### src/rtl/vpl_pkg.sv
package vpl_pkg;

  localparam int REG_W = 32;

  localparam logic [4:0] OFF_CUR = 5'h00;
  localparam logic [4:0] OFF_REQ = 5'h04;
  localparam logic [4:0] OFF_LEN = 5'h08;
  localparam logic [4:0] OFF_SEL = 5'h0C;
  localparam logic [4:0] OFF_ENT = 5'h10;
  localparam logic [4:0] OFF_DOM = 5'h14;

  // Level list entry: evenly spaced steps, the last one pinned to the ceiling.
  function automatic logic [31:0] entry_value(input logic [31:0] idx,
                                              input int unsigned len,
                                              input int unsigned ceil_lvl);
    logic [31:0] step;
    if (len == 0 || idx >= len) return 32'd0;
    if (idx == len - 1) return 32'(ceil_lvl);
    step = 32'(ceil_lvl / len);
    return step * (idx + 32'd1);
  endfunction

endpackage

### src/rtl/vpl_quant.sv
module vpl_quant #(
  parameter int MAX_ENT = 16,
  parameter int LVL_W   = 16,
  parameter int TBL_LEN = 1,
  parameter int TBL_MAX = 1024
) (
  input  logic [31:0]      req,
  output logic             ok,
  output logic [LVL_W-1:0] lvl
);
  import vpl_pkg::*;

  localparam logic [31:0] TOP = 32'(TBL_MAX);

  generate
    if (TBL_LEN <= 1) begin : g_cont
      always_comb begin
        ok = (req != 32'd0);
        if (req > TOP) lvl = LVL_W'(TOP);
        else           lvl = req[LVL_W-1:0];
      end
    end else begin : g_tbl
      always_comb begin
        logic [31:0] ent;
        ok  = 1'b1;
        lvl = LVL_W'(TOP);
        // walk downward so the smallest qualifying entry is the last assignment
        for (int j = MAX_ENT - 1; j >= 0; j--) begin
          ent = entry_value(32'(j), TBL_LEN, TBL_MAX);
          if (j < TBL_LEN && ent >= req) lvl = ent[LVL_W-1:0];
        end
      end
    end
  endgenerate

endmodule

### src/rtl/vpl_level_bank.sv
module vpl_level_bank #(
  parameter int N_CPU  = 4,
  parameter int LVL_W  = 16,
  parameter int CIDX_W = 2,
  parameter logic [N_CPU*16-1:0] CPU_MAX = '0,
  parameter logic [N_CPU*8-1:0]  CPU_DOM = '0
) (
  input  logic                   clk,
  input  logic                   rst,
  input  logic                   apply,
  input  logic [CIDX_W-1:0]      src,
  input  logic [N_CPU-1:0]       q_ok,
  input  logic [N_CPU*LVL_W-1:0] q_lvl,
  output logic [N_CPU*LVL_W-1:0] cur_flat
);

  logic [LVL_W-1:0] cur [N_CPU];
  logic [LVL_W-1:0] new_lvl;
  logic             new_ok;
  logic [7:0]       src_dom;

  always_comb begin
    new_lvl = q_lvl[src*LVL_W +: LVL_W];
    new_ok  = q_ok[src];
    src_dom = CPU_DOM[src*8 +: 8];
  end

  generate
    for (genvar c = 0; c < N_CPU; c++) begin : g_cpu
      localparam logic [7:0]  MY_DOM = CPU_DOM[c*8 +: 8];
      localparam logic [15:0] MY_MAX = CPU_MAX[c*16 +: 16];

      always_ff @(posedge clk) begin
        if (rst)
          cur[c] <= LVL_W'(MY_MAX);
        else if (apply && new_ok && src_dom == MY_DOM)
          cur[c] <= new_lvl;
      end

      assign cur_flat[c*LVL_W +: LVL_W] = cur[c];

      AST_LEVEL_BOUNDED: assert property (@(posedge clk) disable iff (rst)
        (cur[c] != '0) && (32'(cur[c]) <= 32'(MY_MAX)));

      for (genvar d = c + 1; d < N_CPU; d++) begin : g_pair
        if (CPU_DOM[d*8 +: 8] == MY_DOM) begin : g_same
          AST_DOMAIN_SHARED: assert property (@(posedge clk) disable iff (rst)
            cur[c] == cur[d]);
        end
      end
    end
  endgenerate

  AST_LEVEL_HELD: assert property (@(posedge clk) disable iff (rst)
    !(apply && new_ok) |=> $stable(cur_flat));

endmodule

### src/rtl/vpl_read_port.sv
module vpl_read_port #(
  parameter int N_CPU   = 4,
  parameter int MAX_ENT = 16,
  parameter int LVL_W   = 16,
  parameter int CIDX_W  = 2,
  parameter logic [N_CPU*8-1:0]  CPU_LEN = '0,
  parameter logic [N_CPU*16-1:0] CPU_MAX = '0,
  parameter logic [N_CPU*8-1:0]  CPU_DOM = '0
) (
  input  logic                   clk,
  input  logic                   rst,
  input  logic                   rd,
  input  logic                   hit,
  input  logic [CIDX_W-1:0]      cpu,
  input  logic [4:0]             off,
  input  logic                   sel_wr,
  input  logic [31:0]            wdata,
  input  logic [N_CPU*LVL_W-1:0] cur_flat,
  output logic [31:0]            rdata
);
  import vpl_pkg::*;

  logic [31:0] sel  [N_CPU];
  logic [31:0] ent  [N_CPU];
  logic [31:0] lens [N_CPU];
  logic [31:0] rd_mux;

  generate
    for (genvar c = 0; c < N_CPU; c++) begin : g_cpu
      localparam int MY_LEN = int'(CPU_LEN[c*8 +: 8]);
      localparam int MY_MAX = int'(CPU_MAX[c*16 +: 16]);

      always_ff @(posedge clk) begin
        if (rst)
          sel[c] <= '0;
        else if (sel_wr && cpu == CIDX_W'(c))
          sel[c] <= wdata;
      end

      assign ent[c]  = entry_value(sel[c], MY_LEN, MY_MAX);
      assign lens[c] = 32'(MY_LEN);
    end
  endgenerate

  always_comb begin
    rd_mux = '0;
    if (hit) begin
      case (off)
        OFF_CUR: rd_mux = 32'(cur_flat[cpu*LVL_W +: LVL_W]);
        OFF_LEN: rd_mux = lens[cpu];
        OFF_ENT: rd_mux = ent[cpu];
        OFF_DOM: rd_mux = 32'(CPU_DOM[cpu*8 +: 8]);
        default: rd_mux = '0;
      endcase
    end
  end

  always_ff @(posedge clk) begin
    if (rst)     rdata <= '0;
    else if (rd) rdata <= rd_mux;
  end

  AST_UNMAPPED_ZERO: assert property (@(posedge clk) disable iff (rst)
    rd && !hit |=> rdata == 32'd0);

  AST_ENTRY_PAST_END: assert property (@(posedge clk) disable iff (rst)
    rd && hit && off == OFF_ENT && sel[cpu] >= lens[cpu] |=> rdata == 32'd0);

endmodule

### src/rtl/perf_level_ctrl.sv
module perf_level_ctrl #(
  parameter int N_CPU   = 4,
  parameter int MAX_ENT = 16,
  parameter int LVL_W   = 16,
  parameter int ADDR_W  = 8,
  parameter logic [N_CPU*8-1:0]  CPU_LEN = {8'd1, 8'd7, 8'd16, 8'd16},
  parameter logic [N_CPU*16-1:0] CPU_MAX = {16'd512, 16'd425, 16'd1024, 16'd1024},
  parameter logic [N_CPU*8-1:0]  CPU_DOM = {8'd2, 8'd1, 8'd0, 8'd0}
) (
  input  logic                   clk,
  input  logic                   rst,
  input  logic                   bus_wr,
  input  logic                   bus_rd,
  input  logic [ADDR_W-1:0]      bus_addr,
  input  logic [31:0]            bus_wdata,
  output logic [31:0]            bus_rdata,
  output logic [N_CPU*LVL_W-1:0] lvl_out
);
  import vpl_pkg::*;

  localparam int CIDX_W = (N_CPU > 1) ? $clog2(N_CPU) : 1;
  localparam int WIN_W  = ADDR_W - 5;

  logic [WIN_W-1:0]  win;
  logic [4:0]        off;
  logic              hit;
  logic [CIDX_W-1:0] cpu;
  logic              req_wr, sel_wr;
  logic [N_CPU-1:0]  q_ok;
  logic [N_CPU*LVL_W-1:0] q_lvl;

  assign win    = bus_addr[ADDR_W-1:5];
  assign off    = bus_addr[4:0];
  assign hit    = int'(win) < N_CPU;
  assign cpu    = hit ? win[CIDX_W-1:0] : '0;
  assign req_wr = bus_wr && hit && off == OFF_REQ;
  assign sel_wr = bus_wr && hit && off == OFF_SEL;

  generate
    for (genvar c = 0; c < N_CPU; c++) begin : g_q
      vpl_quant #(
        .MAX_ENT (MAX_ENT),
        .LVL_W   (LVL_W),
        .TBL_LEN (int'(CPU_LEN[c*8 +: 8])),
        .TBL_MAX (int'(CPU_MAX[c*16 +: 16]))
      ) u_quant (
        .req (bus_wdata),
        .ok  (q_ok[c]),
        .lvl (q_lvl[c*LVL_W +: LVL_W])
      );
    end
  endgenerate

  vpl_level_bank #(
    .N_CPU   (N_CPU),
    .LVL_W   (LVL_W),
    .CIDX_W  (CIDX_W),
    .CPU_MAX (CPU_MAX),
    .CPU_DOM (CPU_DOM)
  ) u_bank (
    .clk      (clk),
    .rst      (rst),
    .apply    (req_wr),
    .src      (cpu),
    .q_ok     (q_ok),
    .q_lvl    (q_lvl),
    .cur_flat (lvl_out)
  );

  vpl_read_port #(
    .N_CPU   (N_CPU),
    .MAX_ENT (MAX_ENT),
    .LVL_W   (LVL_W),
    .CIDX_W  (CIDX_W),
    .CPU_LEN (CPU_LEN),
    .CPU_MAX (CPU_MAX),
    .CPU_DOM (CPU_DOM)
  ) u_rd (
    .clk      (clk),
    .rst      (rst),
    .rd       (bus_rd),
    .hit      (hit),
    .cpu      (cpu),
    .off      (off),
    .sel_wr   (sel_wr),
    .wdata    (bus_wdata),
    .cur_flat (lvl_out),
    .rdata    (bus_rdata)
  );

  AST_WRITE_TAKES_EFFECT: assert property (@(posedge clk) disable iff (rst)
    req_wr && bus_wdata != 32'd0 |=> lvl_out[$past(cpu)*LVL_W +: LVL_W] != '0);

endmodule

### config.mk
export PLATFORM = sky130hd
export DESIGN_NAME = perf_level_ctrl
export DESIGN_NICKNAME = d
export VERILOG_FILES = /design/src/rtl/vpl_pkg.sv /design/src/rtl/vpl_quant.sv /design/src/rtl/vpl_level_bank.sv /design/src/rtl/vpl_read_port.sv /design/src/rtl/perf_level_ctrl.sv
export SDC_FILE = /design/constraint.sdc
export NUM_CORES = 1
export LEC_CHECK = 0
export BUFFER_PORTS_ARGS = -buffer_cell sky130_fd_sc_hd__buf_2
export CAP_MARGIN = 20
export CORE_ASPECT_RATIO = 0.9
export CORE_MARGIN = 5
export CORE_UTILIZATION = 25
export DETAILED_ROUTE_END_ITERATION = 12
export MAX_ROUTING_LAYER = met4
export SLEW_MARGIN = 5
export SYNTH_ARGS = -nofsm -noshare
export SYNTH_HDL_FRONTEND = slang
export SYNTH_SLANG_ARGS = --single-unit
### constraint.sdc
create_clock -name clk -period 5.9 [get_ports clk]
set_input_delay 1.77 -clock clk [delete_from_list [all_inputs] [get_ports clk]]
set_output_delay 1.77 -clock clk [all_outputs]
set_load 0.01 [all_outputs]
# Yosys cells after proc, flatten, opt, wreduce, memory -nomap -nowiden
# Memories as Yosys holds them, arrays and structs flattened.
# Cells that the tools add are included.
dict set report classes {
  add_sub_neg 4
  multipliers 1
  n_div 0
  order_cmp 29
  eq_ne 13
  shifts 3
  muxes 92
  n_bitwise 9
  reduce_logical 16
}
# cell n
set ops {}
lappend ops {{2-to-1 mux 32 bit} 25}
lappend ops {{2-to-1 mux 16 bit} 23}
lappend ops {{greater-or-equal comparator 10 x 32 -> 1 bit, first input constant} 8}
lappend ops {{greater-or-equal comparator 9 x 32 -> 1 bit, first input constant} 6}
lappend ops {{binary-select mux 32 bit (select 2 bit)} 2}
lappend ops {{greater-or-equal comparator 8 x 32 -> 1 bit, first input constant} 4}
lappend ops {{one-hot mux 32 bit (4 select lines)} 1}
lappend ops {{variable part select 64 x 7 -> 16 bit} 2}
lappend ops {{== test 32 x 4 -> 1 bit, second input constant} 2}
lappend ops {{greater-or-equal comparator 32 x 5 -> 1 bit, second input constant} 2}
lappend ops {{greater-or-equal comparator 7 x 32 -> 1 bit, first input constant} 2}
lappend ops {{adder 26 x 1 -> 26 bit, second input constant} 2}
lappend ops {{2-to-1 mux 1 bit} 36}
lappend ops {{adder 32 x 1 -> 32 bit, second input constant} 1}
lappend ops {{== test 32 x 3 -> 1 bit, second input constant} 1}
lappend ops {{greater-or-equal comparator 32 x 1 -> 1 bit, second input constant} 1}
lappend ops {{greater-or-equal comparator 32 x 3 -> 1 bit, second input constant} 1}
lappend ops {{greater-or-equal comparator 6 x 32 -> 1 bit, first input constant} 1}
lappend ops {{greater-than comparator 32 x 10 -> 1 bit, second input constant} 1}
lappend ops {{logical NOT 32 bit} 1}
lappend ops {{multiplier 4 x 32 -> 30 bit, first input constant} 1}
lappend ops {{nonzero test 32 bit} 1}
lappend ops {{variable part select 32 x 6 -> 8 bit, first input constant} 1}
lappend ops {{adder 23 x 1 -> 23 bit, second input constant} 1}
lappend ops {{other kinds (20)} 41}
dict set report word_totals {
  reg_bits 32
  latchBits 0
  ram_bits 192
  romBits 0
  in_bits 44
  output_inout_bits 96
  elab_cells 170
  n_memories 2
}
# memory depth word_bits read_ports rd_clocked_by_memory_dff write_ports line
set memory_table {}
lappend memory_table {u_rd.sel 4 32 4 0 4 vpl_read_port.sv:23} ;# logic [31:0] sel [N_CPU];
lappend memory_table {u_bank.cur 4 16 4 0 4 vpl_level_bank.sv:17} ;# logic [LVL_W-1:0] cur [N_CPU];

# Longest topological paths before layout
dict set report logic_depth {
  depth_word 18
  mapped_depth 20
}

# Modules after synthesis
# A second synthesis with hierarchy kept.
dict set report hier_totals {
  cells_unflattened 1340
  area_unflattened_um2 14211.1
}
# mod n_inst cells_each area_per_inst_um2
set modules_own_cells {}
lappend modules_own_cells {vpl_read_port 1 1017 10536.4}
lappend modules_own_cells {vpl_level_bank 1 149 2502.4}
lappend modules_own_cells {{vpl_quant (g_q[0].u_quant ...)} 2 38 254.0}
lappend modules_own_cells {{vpl_quant (g_q[2].u_quant)} 1 52 365.4}
lappend modules_own_cells {{vpl_quant (g_q[3].u_quant)} 1 39 244.0}
lappend modules_own_cells {perf_level_ctrl 1 7 55.1}

# Worst setup path after synthesis
# No wires, ideal clock.
dict set report synth_path {
  path_kind {input port to flip-flop}
  from {in bus_addr[5]}
  to {mem u_rd.sel[1][0] (enable)}
  arrival_time_ps 4736
  required_ps 5434
  slack_ps 699
  stages 4
  cell_sequence {clkbuf_1 -> nand2b_1 -> or2_2 -> o21ai_0}
}
# item line
set synth_lines {}
lappend synth_lines {{from (decl)} perf_level_ctrl.sv:14} ;# input logic [ADDR_W-1:0] bus_addr,
lappend synth_lines {{to (decl)} vpl_read_port.sv:23}

==> results.sh <==
export IMPL_status="finished, final reports clean"
export IMPL_worstSetupStartpointType="register"
export IMPL_path_delay_family="compound AO/OA/AOI/OAI gates"
export IMPL_stdcell_area_sq_um=14600
export IMPL_area_delta_synth_final_pct=17.5
export IMPL_syn_inst=1209
export IMPL_hold_viol_final=0
export IMPL_numCtsBuffers=23
export IMPL_antenna_cells=0
export IMPL_cts_setup_buffers=0
export IMPL_hold_path_class="register to register"
export IMPL_slew_viol_final=0
export IMPL_cts_tree="built"
export IMPL_grt_pass1_wl_um=50600
export IMPL_dp_hpwl_um=24700
export IMPL_clock_skew_ns=0.0125
export IMPL_wl_per_cell_um=15.8
export IMPL_dp_slack_ns=0.654
export IMPL_place_area_sq_um=13900
export IMPL_fp_dieH_um=222
export IMPL_max_cap_viol_count=0
export IMPL_drc=0
export IMPL_synth_top_area_share_pct=42.4
export IMPL_yosys_area_top_type="edfxtp_1"
export IMPL_crit_path_max_incr_delay_ns=0.59
export IMPL_setup_tns_ns=0
export IMPL_htreeDepth=1
export IMPL_synth_edf_count=176
export IMPL_layout_setup_ws_ns=0.628
export IMPL_seq_area_sq_um=5930
export IMPL_ir_drop_mv=0.191
export IMPL_vias_per_cell=4.39
export IMPL_portBuffers=139
export IMPL_postCtsHoldBufs=0
export IMPL_postLayoutCoreUtil_pct=29.7
export IMPL_yosysWarnings=0
export IMPL_synthDistinctLibCells=67
export IMPL_worstSetupPathType="register to register"
export IMPL_fp_dieW_um=245
export IMPL_wl_um=32200
export IMPL_synth_seq_cells=208
export IMPL_insertion_delay_ns=0.52
export IMPL_leakagePower_nw=5.62
export IMPL_drt_iter0_drc=806
export IMPL_die_area_sq_um=54400
export IMPL_critical_path_most_common_cell="inv_1"
export IMPL_syn_area_per_cell_sq_um=10.3
export IMPL_required_ns=6.34
export IMPL_place_congestion=0.861
export IMPL_cp_buffers_inverters=3
export IMPL_dr_pass1_iters=5
export IMPL_min_period_ns=5.27
export IMPL_grt_max_degree=33
export IMPL_critPathCaptureType="register"
export IMPL_multi_input_area_sq_um=6040
export IMPL_p_per_area_nw_per_um2=282
export IMPL_drive_gt1_share_pct=15.1
export IMPL_hold_slack_ns=0.446
export IMPL_antenna_found_initial=1
export IMPL_async_flop_share_pct=0
export IMPL_tightest_slew_ns=0.792
export IMPL_ant_nets=0
export IMPL_rows=77
export IMPL_postCtsResizedCells=0
export IMPL_synthFlopType="edfxtp_1"
export IMPL_initial_core_util_pct=25.3
export IMPL_fill_cells=5078
export IMPL_setup_viol=0
export IMPL_crit_path_max_fanout=6
export IMPL_cts_root_buffer="clkbuf_16"
export IMPL_path_clk_slew_ns=0.06
export IMPL_synth_area_sq_um=12500
export IMPL_synth_seq_area_share_pct=47.6
export IMPL_fp_coreArea_sq_um=49200
export IMPL_clock_path_buffers=3
export IMPL_grt_overflow_total=0
export IMPL_layout_nets=1471
export IMPL_final_common_cell="edfxtp_1"
export IMPL_io_pins=140
export IMPL_crit_chain="ha_1, inv_1, or4_4, xor2_1, xnor2_1, xnor2_1, fa_1, inv_1, ha_1, nand3_1, nor2_1, inv_1, o311ai_0, a31oi_1, o311ai_0, a21oi_1, xor2_1, o21ai_0"
export IMPL_synthTopCellsByArea="edfxtp_1 (42%), and2_1 (6.7%), dfxtp_1 (5.1%)"
export IMPL_rsz0062_at_grt="no"
export IMPL_grt_use_total_pct=11.8
export IMPL_cts_sinks=208
export IMPL_clock_fmax_mhz=190
export IMPL_finalCritPeriodShare_pct=89.4
export IMPL_vias=8980
export IMPL_slew_headroom_pct=47.0
export IMPL_first_global_vias=8833
export IMPL_final_cell_mix="edfxtp_1 (176), buf_2 (139), and2_1 (134)"
export IMPL_crit_slowest_cell="o311ai_0"
export IMPL_worstPathArrival_ns=5.71
## flip-flops by register name, summed over array words and instances, names as in the netlist
signal and count:
u_rd.rdata 32, u_bank.cur 48, u_rd.sel 128
## final timing paths
| kind | depth (start not counted) | slack, ns | to | start |
|---|---|---|---|---|
| setup reg to reg | 18 | 0.63 | u_rd.rdata[30]$_SDFFE_PP0P_ | u_rd.sel[2][0]$_SDFFCE_PN0P_ |
| hold / removal | 2 | 0.45 | u_rd.rdata[17]$_SDFFE_PP0P_ | u_rd.rdata[17]$_SDFFE_PP0P_ |
| hold reg to reg | 2 | 0.45 | u_rd.rdata[17]$_SDFFE_PP0P_ | u_rd.rdata[17]$_SDFFE_PP0P_ |
| setup / recovery | 18 | 0.63 | u_rd.rdata[30]$_SDFFE_PP0P_ | u_rd.sel[2][0]$_SDFFCE_PN0P_ |
## where the power goes
part           internal, W  switching, W  leakage, nW
sequential         0.00166     0.0000440         1.94
clock             0.000764      0.000572        0.347
combinational     0.000435      0.000658         3.34
## tightest hold or removal path, stage by stage (launching register included)
cell and delay, ns:
dfxtp_1 0.32, nand2_1 0.04, o21ai_0 0.05
## cell type report
cell class	count	share of cell area, %
Multi-Input combinational cell	881	41.2
Sequential cell	208	40.5
Tap cell	671	5.73
Timing Repair Buffer	154	5.52
Clock buffer	29	4.09
Inverter	89	2.28
Clock inverter	12	0.658
## per-stage QoR
| stage | instances | total power, W |
|---|---|---|
| after global routing | 2044 | 0.00438 |
| after detailed placement | 2002 | 0.00282 |
| after global placement | 2001 | 0.00281 |
| after floorplan | 1233 | 0.00254 |
| final | 2044 | 0.00413 |
| after CTS | 2043 | 0.00417 |
## Yosys cell counts (all sizes together), types with 2 or more instances
master and count:
a211oi 8, a21boi 2, a21o 14, a21oi 78
a22oi 4, a31oi 11, and2 134, and3 6
and4 2, buf 20, clkbuf 35, conb 2
dfxtp 32, edfxtp 176, fa 32, ha 38
inv 89, maj3 18, mux2i 16, nand2 73
nand2b 11, nand3 27, nand3b 2, nand4 19
nand4b 2, nor2 97, nor2b 19, nor3 8
nor4 35, o2111ai 4, o211ai 5, o21a 3
o21ai 54, o21bai 5, o22ai 8, o311ai 2
o31ai 4, or2 4, or3 3, or4 5
xnor2 60, xor2 28
## per-layer routing
metal  GRT usage (%)  vias up  share of wire, %
met1            15.7     4255                45
met4            1.63        0               1.2
met2            19.8      182                49
li1                -     4509                 -
met3            1.66       34               4.7
met5               -        -                 0
## cell families after synthesis
| family | Yosys count | share of synthesized area (%) |
|---|---|---|
| compound gates | 211 | 10.1 |
| fa+ha+maj | 88 | 10.4 |
| other cells | 2 | 0.0603 |
| mux | 16 | 1.29 |
| simple gates | 452 | 19.3 |
| xor+xnor | 88 | 6.25 |
| buf+inv | 144 | 4.98 |
| flops | 208 | 47.6 |
(Power assumes the default switching activity.)
